===== config.mk =====
export PLATFORM = sky130hd
export DESIGN_NAME = xbus_seq
export DESIGN_NICKNAME = d
export VERILOG_FILES = /design/src/rtl/xbus_pkg.sv /design/src/rtl/xbus_ctrl.sv /design/src/rtl/xbus_dp.sv /design/src/rtl/xbus_seq.sv
export SDC_FILE = /design/constraint.sdc
export NUM_CORES = 1
export LEC_CHECK = 0
export ABC_CLOCK_PERIOD_IN_PS = 4470
export BUFFER_PORTS_ARGS = -buffer_cell sky130_fd_sc_hd__buf_2
export CAP_MARGIN = 15
export CORE_MARGIN = 4
export CORE_UTILIZATION = 40
export CTS_CLUSTER_DIAMETER = 30
export DETAILED_ROUTE_END_ITERATION = 12
export PLACE_DENSITY = 0.69
export SETUP_SLACK_MARGIN = 0.1
export SKIP_LAST_GASP = 1
export SLEW_MARGIN = 20
export SYNTH_ARGS = -nofsm -noshare
export SYNTH_HDL_FRONTEND = slang
export SYNTH_HIERARCHICAL = 1
export SYNTH_SLANG_ARGS = --single-unit

===== constraint.sdc =====
create_clock -name clk -period 4.47 [get_ports clk]
set_input_delay 0.894 -clock clk [delete_from_list [all_inputs] [get_ports clk]]
set_output_delay 0.894 -clock clk [all_outputs]
set_load 0.005 [all_outputs]

===== src/rtl/xbus_pkg.sv =====
package xbus_pkg;
  typedef enum logic [1:0] {
    ST_IDLE = 2'd0,
    ST_DATA = 2'd1,
    ST_GAP  = 2'd2
  } seq_state_t;

  typedef struct packed {
    logic load;
    logic capture;
    logic drive;
    logic wrPhase;
    logic addrOn;
  } dp_strobe_t;
endpackage


===== src/rtl/xbus_ctrl.sv =====
module xbus_ctrl
  import xbus_pkg::*;
#(
  parameter int WAIT_W = 4
) (
  input  logic              clk,
  input  logic              rstN,
  input  logic              cfgWe,
  input  logic [WAIT_W-1:0] cfgWait,
  input  logic              cfgLockHold,
  input  logic              reqValid,
  input  logic              reqWrite,
  input  logic              reqRmw,
  input  logic              busAck,
  output logic              reqReady,
  output logic              done,
  output logic              busLock,
  output dp_strobe_t        strb
);
  seq_state_t        stateQ;
  logic [WAIT_W-1:0] waitQ, cntQ, cfgWaitQ;
  logic              ackSeenQ, wrPhaseQ, rmwQ, lockQ, doneQ, holdQ;
  logic              accept, finish, inData;

  assign inData = (stateQ == ST_DATA);
  assign accept = (stateQ == ST_IDLE) && reqValid;
  assign finish = inData && (cntQ >= waitQ) && ((waitQ == '0) || ackSeenQ);

  always_ff @(posedge clk) begin
    if (!rstN) begin
      cfgWaitQ <= '0;
      holdQ    <= 1'b0;
    end else if (cfgWe) begin
      cfgWaitQ <= cfgWait;
      holdQ    <= cfgLockHold;
    end
  end

  always_ff @(posedge clk) begin
    if (!rstN) begin
      stateQ   <= ST_IDLE;
      waitQ    <= '0;
      cntQ     <= '0;
      ackSeenQ <= 1'b0;
      wrPhaseQ <= 1'b0;
      rmwQ     <= 1'b0;
      lockQ    <= 1'b0;
      doneQ    <= 1'b0;
    end else begin
      doneQ <= 1'b0;
      unique case (stateQ)
        ST_IDLE: begin
          if (accept) begin
            stateQ   <= ST_DATA;
            waitQ    <= cfgWaitQ;
            cntQ     <= '0;
            ackSeenQ <= 1'b0;
            rmwQ     <= reqRmw;
            wrPhaseQ <= reqWrite && !reqRmw;
            lockQ    <= reqRmw;
          end
        end
        ST_DATA: begin
          if (finish) begin
            if (rmwQ && !wrPhaseQ) begin
              stateQ <= ST_GAP;
            end else begin
              stateQ <= ST_IDLE;
              doneQ  <= 1'b1;
              lockQ  <= 1'b0;
            end
          end else begin
            if (cntQ < waitQ) cntQ <= cntQ + 1'b1;
            ackSeenQ <= ackSeenQ | busAck;
          end
        end
        ST_GAP: begin
          stateQ   <= ST_DATA;
          wrPhaseQ <= 1'b1;
          cntQ     <= '0;
          ackSeenQ <= 1'b0;
        end
        default: stateQ <= ST_IDLE;
      endcase
    end
  end

  assign reqReady     = (stateQ == ST_IDLE);
  assign done         = doneQ;
  assign busLock      = lockQ | holdQ;
  assign strb.load    = accept;
  assign strb.capture = finish && !wrPhaseQ;
  assign strb.drive   = inData;
  assign strb.wrPhase = wrPhaseQ;
  assign strb.addrOn  = (stateQ != ST_IDLE);


  done_pulse_chk: assert property (@(posedge clk) disable iff (!rstN)
    doneQ |=> !doneQ);

  min_wait_chk: assert property (@(posedge clk) disable iff (!rstN)
    (inData && (cntQ < waitQ)) |=> (stateQ == ST_DATA));

  zero_wait_chk: assert property (@(posedge clk) disable iff (!rstN)
    (inData && (waitQ == '0)) |=> (stateQ != ST_DATA));

  gap_lock_chk: assert property (@(posedge clk) disable iff (!rstN)
    (stateQ == ST_GAP) |-> lockQ);

  lock_end_chk: assert property (@(posedge clk) disable iff (!rstN)
    $fell(lockQ) |-> doneQ);

  idle_ack_chk: assert property (@(posedge clk) disable iff (!rstN)
    ((stateQ == ST_IDLE) && !reqValid) |=> (stateQ == ST_IDLE));
endmodule


===== src/rtl/xbus_dp.sv =====
module xbus_dp
  import xbus_pkg::*;
#(
  parameter int ADDR_W = 24,
  parameter int DATA_W = 24
) (
  input  logic              clk,
  input  logic              rstN,
  input  dp_strobe_t        strb,
  input  logic [ADDR_W-1:0] reqAddr,
  input  logic [DATA_W-1:0] reqWdata,
  input  logic [DATA_W-1:0] busDataIn,
  output logic [DATA_W-1:0] rdData,
  output logic [ADDR_W-1:0] busAddr,
  output logic              busRdN,
  output logic              busWrN,
  output logic              busDataOe,
  output logic [DATA_W-1:0] busDataOut
);
  logic [ADDR_W-1:0] addrQ;
  logic [DATA_W-1:0] wdataQ, rdataQ;

  always_ff @(posedge clk) begin
    if (!rstN) begin
      addrQ  <= '0;
      wdataQ <= '0;
      rdataQ <= '0;
    end else begin
      if (strb.load) begin
        addrQ  <= reqAddr;
        wdataQ <= reqWdata;
      end
      if (strb.capture) rdataQ <= busDataIn;
    end
  end

  assign busAddr    = strb.addrOn ? addrQ : '0;
  assign busRdN     = !(strb.drive && !strb.wrPhase);
  assign busWrN     = !(strb.drive && strb.wrPhase);
  assign busDataOe  = strb.drive && strb.wrPhase;
  assign busDataOut = wdataQ;
  assign rdData     = rdataQ;


  strobe_excl_chk: assert property (@(posedge clk) disable iff (!rstN)
    $onehot0({~busRdN, ~busWrN}));

  addr_stable_chk: assert property (@(posedge clk) disable iff (!rstN)
    (!busRdN && !strb.load) |=> ($stable(busAddr) || busAddr == '0));
endmodule


===== src/rtl/xbus_seq.sv =====
module xbus_seq
  import xbus_pkg::*;
#(
  parameter int ADDR_W = 24,
  parameter int DATA_W = 24,
  parameter int WAIT_W = 4
) (
  input  logic              clk,
  input  logic              rstN,
  input  logic              cfgWe,
  input  logic [WAIT_W-1:0] cfgWait,
  input  logic              cfgLockHold,
  input  logic              reqValid,
  output logic              reqReady,
  input  logic              reqWrite,
  input  logic              reqRmw,
  input  logic [ADDR_W-1:0] reqAddr,
  input  logic [DATA_W-1:0] reqWdata,
  output logic              done,
  output logic [DATA_W-1:0] rdData,
  output logic [ADDR_W-1:0] busAddr,
  output logic              busRdN,
  output logic              busWrN,
  output logic              busDataOe,
  output logic [DATA_W-1:0] busDataOut,
  input  logic [DATA_W-1:0] busDataIn,
  input  logic              busAck,
  output logic              busLock
);
  dp_strobe_t strb;

  xbus_ctrl #(.WAIT_W(WAIT_W)) u_ctrl (
    .clk(clk), .rstN(rstN), .cfgWe(cfgWe), .cfgWait(cfgWait),
    .cfgLockHold(cfgLockHold), .reqValid(reqValid), .reqWrite(reqWrite),
    .reqRmw(reqRmw), .busAck(busAck), .reqReady(reqReady), .done(done),
    .busLock(busLock), .strb(strb)
  );

  xbus_dp #(.ADDR_W(ADDR_W), .DATA_W(DATA_W)) u_dp (
    .clk(clk), .rstN(rstN), .strb(strb), .reqAddr(reqAddr),
    .reqWdata(reqWdata), .busDataIn(busDataIn), .rdData(rdData),
    .busAddr(busAddr), .busRdN(busRdN), .busWrN(busWrN),
    .busDataOe(busDataOe), .busDataOut(busDataOut)
  );
endmodule


* Word-level counts from Yosys, hierarchy flattened
Index checks and enable logic that the tools add are counted.
** Storage, ports and cells
- Word-level logic and storage cells :: 70
- Register bits after elaboration :: 92
- Output and inout bits :: 78
- Input port bits :: 84
** Cells by class
- Order comparisons :: 2
- Reductions and logical operators :: 26
- Equal/unequal tests :: 7
- Multiplexer cells :: 19
- Bitwise gates (word level) :: 2
- $add $sub $neg :: 1
** Operators with widths (count)
- $mux 24 :: 1
- $mux 4 :: 3
- $pmux 4 s3 :: 1
- $logic_and 1x1->1 :: 8
- $reduce_and 4->1 :: 2
- $mux 1 :: 7
- $mux 2 :: 3
- $ne 2x2->1 const B :: 3
- $pmux 2 s3 :: 1
- $reduce_and 2->1 :: 3
- $reduce_and 3->1 :: 2
- $reduce_bool 2->1 :: 3
- $add 4x1->4 const B :: 1
- $ge 4x4->1 :: 1
- $logic_not 1->1 :: 4
- $logic_not 4->1 :: 1
- $lt 4x4->1 :: 1
- $ne 2x1->1 const B :: 2
- $pmux 1 s2 :: 2
- $pmux 1 s3 :: 1
- $reduce_bool 3->1 :: 1
- $eq 2x1->1 const B :: 1
- $eq 2x2->1 const B :: 1
- $logic_not 2->1 :: 1
- other kinds (2) :: 3

* Longest topological paths before layout
- Depth after elaboration :: 5
- Depth in mapped cells :: 10
- Gate-level depth less buffers :: 8

* Hierarchy
Netlist, hierarchy kept.
** Modules (own cells, without submodules)
- xbus_dp :: area each 2927.8 µm², sequential area each 1441.4 µm², times used 1, cells an instance 262
- xbus_ctrl :: area each 978.4 µm², sequential area each 400.4 µm², times used 1, cells an instance 111

* Least setup slack after synthesis
Ideal clock, no wire load.
- Path kind :: register to register
- Start :: register u_ctrl.waitQ[1]
- End :: register u_dp.rdataQ[10] (netlist: u_dp/rdData[10])
- Setup time :: 116 ps
- Data arrival time :: 1971 ps
- Cell stages (with the launch flop) :: 11
- Slack :: 2383 ps
- Required time :: 4354 ps
- Clock period less this slack :: 2087 ps
- Path buffers :: 2
- Cells stage by stage :: dfxtp_1 -> inv_1 -> ha_1 -> nor2b_1 -> o211ai_2 -> a31oi_1 -> nor2b_1 -> buf_4 -> buf_6 -> mux2i_1 -> nor2b_1
** RTL lines
- start, declared :: RTL line xbus_ctrl.sv:21 : logic [WAIT_W-1:0] waitQ, cntQ, cfgWaitQ;
- start signal, assigned :: RTL line xbus_ctrl.sv:55 : waitQ <= cfgWaitQ;
- end signal, assigned :: RTL line xbus_dp.sv:33 : if (strb.capture) rdataQ <= busDataIn;
- end, declared :: RTL line xbus_dp.sv:21 : logic [DATA_W-1:0] wdataQ, rdataQ;

==> impl_metrics.csv <==
group,metric,value,unit
floorplan,fp-row-count,35,
floorplan,die_w,106.8,µm
worst_setup_path,max_stage_delay,0.44,ns
worst_setup_path,cp.required,4.72,ns
power_and_ir_drop,finalPower,1.788,mW
clock_tree,cts.sinks,92,
sta,final_hold_viol_count,0,
sta,drv_slew,0,
clock_tree,clockBufferDepth,2,
synth,ys_types,41,
synth,synthMuxAreaShare,19.73,%
synth,yosysTopAreaCell,"dfxtp_1",
routing,wl_per_cell,13.43,µm
synth,yosysWarningCount,6,
power_and_ir_drop,leakage,2.316,nW
worst_setup_path,cp-start-kind,"flip-flop",
sta,fmax,0.4073,GHz
power_and_ir_drop,p_per_area,361.5,mW/mm²
routing,vias,2998,
global_route,grt_pass1_wl,14080,µm
synth,synth_fa_ha_area_share,1.602,%
place,dp_hpwl,6572,µm
global_route,antenna_found_initial,0,
routing,wl,8853,µm
synth,yosysSeqAreaShare,47.15,%
worst_setup_path,worst_ep_arrival_time,2.70,ns
floorplan,io_pins,162,
worst_setup_path,path_depth,9,
sta,min_period,2.455,ns
synth,synthXorXnorAreaFrac,0,%
synth,synth_flop_cell,"dfxtp_1",
clock_tree,cts_made_buffers,9,
floorplan,initial_utilization,41.68,%
clock_tree,cts-root-buf,"clkbuf_8",
sta,worst_slew_pin_slew,0.5986,ns
worst_setup_path,crit_top_cell,"nor2b_1",
clock_tree,path_clk_slew,0.09,ns
synth,syn_nets,462,
finish,final_cell_mix,"buf_2, dfxtp_1, mux2i_1",
finish,final_nets,614,
global_route,grtUsageTotal,15.04,%
floorplan,die_y,106.8,µm
clock_tree,cts_resized,0,
global_route,grt_max_degree,78,
place,port_buffers,161,
worst_setup_path,slowest_stage,"a31oi_1",
synth,synth_top_family_by_area,"simple AND/OR/NAND/NOR gates",
floorplan,die_area,0.01141,mm²
worst_hold_path,hold_depth,2,
worst_setup_path,worstPathCellList,"inv_1 -> ha_1 -> nor2b_1 -> o211ai_2 -> a31oi_1 -> nor2b_2 -> buf_4 -> mux2i_1 -> nor2b_1",
worst_setup_path,r2r_cells,9,
synth,synth_area_leaders,"dfxtp_1, mux2i_1, nor2b_1",
synth,synthArstFlopShare,0,%
finish,final_area,0.004945,mm²
synth,synth_compound_area_share,4.356,%
synth,synth_edf_count,0,
routing,ant_nets,0,
worst_setup_path,cp_max_fo,24,
synth,synth_cells,373,
run_status,status,"completed",
worst_setup_path,end_kind,"flip-flop",
synth,synthSimpleGateAreaFrac,21.65,%
worst_setup_path,worst_path_dominant_cell_family,"compound AO/OA/AOI/OAI gates",
place,placedCellCount,643,
worst_setup_path,cp_num_buf_inv,2,
sta,fin_setup_tns,0,ns
clock_tree,htreeDepth,3,
job,maxCapViolations,0,
sta,finalClockSkew,0.01233,ns
clock_tree,cts_hold_buffers,0,
routing,vias_per_cell,4.549,
clock_tree,clk_latency,0.35,ns
place,gp_congestion,0.7650,
sta,min_period_over_period,54.92,%
routing,dr.first_iter.drc_count,102,
power_and_ir_drop,vdd_drop_max,0.1801,mV
routing,first_pass_iters,4,
clock_tree,post-cts-setup-buffer-count,0,
synth,synth_area,0.003906,mm²
synth,synth_top_area_share,47.15,%
finish,instances_no_fill,659,
place,placed_area,0.004725,mm²
synth,synth_area_per_cell,10.47,µm²
global_route,grt_overflow,0,
finish,antenna_cells,0,
finish,area_delta_synth_final,26.59,%
sta,finalSetupViolations,0,
finish,mostFrequentLayoutCell,"buf_2",
sta,slew_headroom,60.09,%
worst_hold_path,hold_path_class,"flip-flop to flip-flop",
clock_tree,cts_tree,"built",
sta,holdWs,0.4625,ns
routing,drc,0,
global_route,grt_pass1_vias,2993,
finish,drive_gt1_share,36.60,%
worst_setup_path,critPathKind,"flip-flop to flip-flop",
synth,synth_seq_cells,92,
sta,rsz0062_at_grt,"false",
floorplan,core-area,0.009371,mm²
[worst register-to-register path, cell delays in order (launching register included)]
cell and delay, ns:
dfxtp_1 0.38, inv_1 0.06, ha_1 0.28, nor2b_1 0.16, o211ai_2 0.13, a31oi_1 0.44
nor2b_2 0.22, buf_4 0.37, mux2i_1 0.26, nor2b_1 0.07
[kinds of logic (layout without fill, tap and decap cells)]
logic type,count (synthesis),in the layout
buf+inv,33,190
mux,77,77
flops,92,92
simple gates,142,142
fa+ha+maj,5,5
compound gates,24,24
[Yosys cell counts (2+ instances only)]
library cell	count
dfxtp_1	92
mux2i_1	77
nor2b_1	74
and2_1	24
nand2_1	18
clkbuf_1	11
nor2_1	9
inv_1	8
a21oi_1	7
buf_4	7
ha_1	5
buf_12	3
nand2b_1	3
a31oi_1	2
buf_6	2
nor3_1	2
o21ai_0	2
o21ai_2	2
o311ai_0	2
or2_2	2
[state kept, by name, summed over array words and instances (netlist names)]
| register | count |
|---|---|
| u_dp/busDataOut | 24 |
| u_dp/addrQ | 24 |
| u_ctrl/ackSeenQ | 1 |
| u_ctrl/holdQ | 1 |
| u_dp/rdData | 24 |
| u_ctrl/rmwQ | 1 |
| u_ctrl/lockQ | 1 |
| u_ctrl/wrPhaseQ | 1 |
| u_ctrl/stateQ | 2 |
| u_ctrl/waitQ | 4 |
| u_ctrl/done | 1 |
| u_ctrl/cntQ | 4 |
| u_ctrl/cfgWaitQ | 4 |
[stage by stage]
stage                     utilization (%)  setup WS [ns]
after floorplan                         -          2.383
after detailed placement            50.41          1.971
final                               52.76          2.015
after global routing                52.76          1.794
after global placement              50.41          2.026
after CTS                           52.76          1.983
[final timing paths]
check                                    start                      endpoint  slack [ns]
hold / removal        u_ctrl/rmwQ$_SDFFE_PN0P_      u_ctrl/rmwQ$_SDFFE_PN0P_        0.46
setup / recovery  u_ctrl/waitQ[1]$_SDFFE_PN0P_  u_dp/rdData[22]$_SDFFE_PN0P_        2.02
setup reg to reg  u_ctrl/waitQ[1]$_SDFFE_PN0P_  u_dp/rdData[22]$_SDFFE_PN0P_        2.02
hold reg to reg       u_ctrl/rmwQ$_SDFFE_PN0P_      u_ctrl/rmwQ$_SDFFE_PN0P_        0.46
[cell type report]
type / count / area (µm²)
inverter: 9 / 33.78
clock inverter: 4 / 55.05
tap: 129 / 161.4
sequential: 92 / 1842
fill: 893 / 4427
clock buffer: 12 / 165.2
timing repair buffer: 165 / 835.8
multi-input combinational: 248 / 1852
[metal layers]
layer / global-route usage, % / vias to the layer above / wire length (µm)
met5: 0 / - / 0
met4: 5.936 / 0 / 148
met3: 3.191 / 15 / 591
met2: 25.58 / 107 / 4366
met1: 18.57 / 1337 / 3746
li1: - / 1539 / -
[power breakdown]
group	internal (mW)	leakage (nW)	switching, mW	total (mW)
Combinational	0.149	1.45	0.138	0.288
Sequential	0.875	0.754	0.0289	0.904
Clock	0.308	0.109	0.289	0.596
Total	1.33	2.32	0.456	1.79
Power figures use the tool's default switching activity.
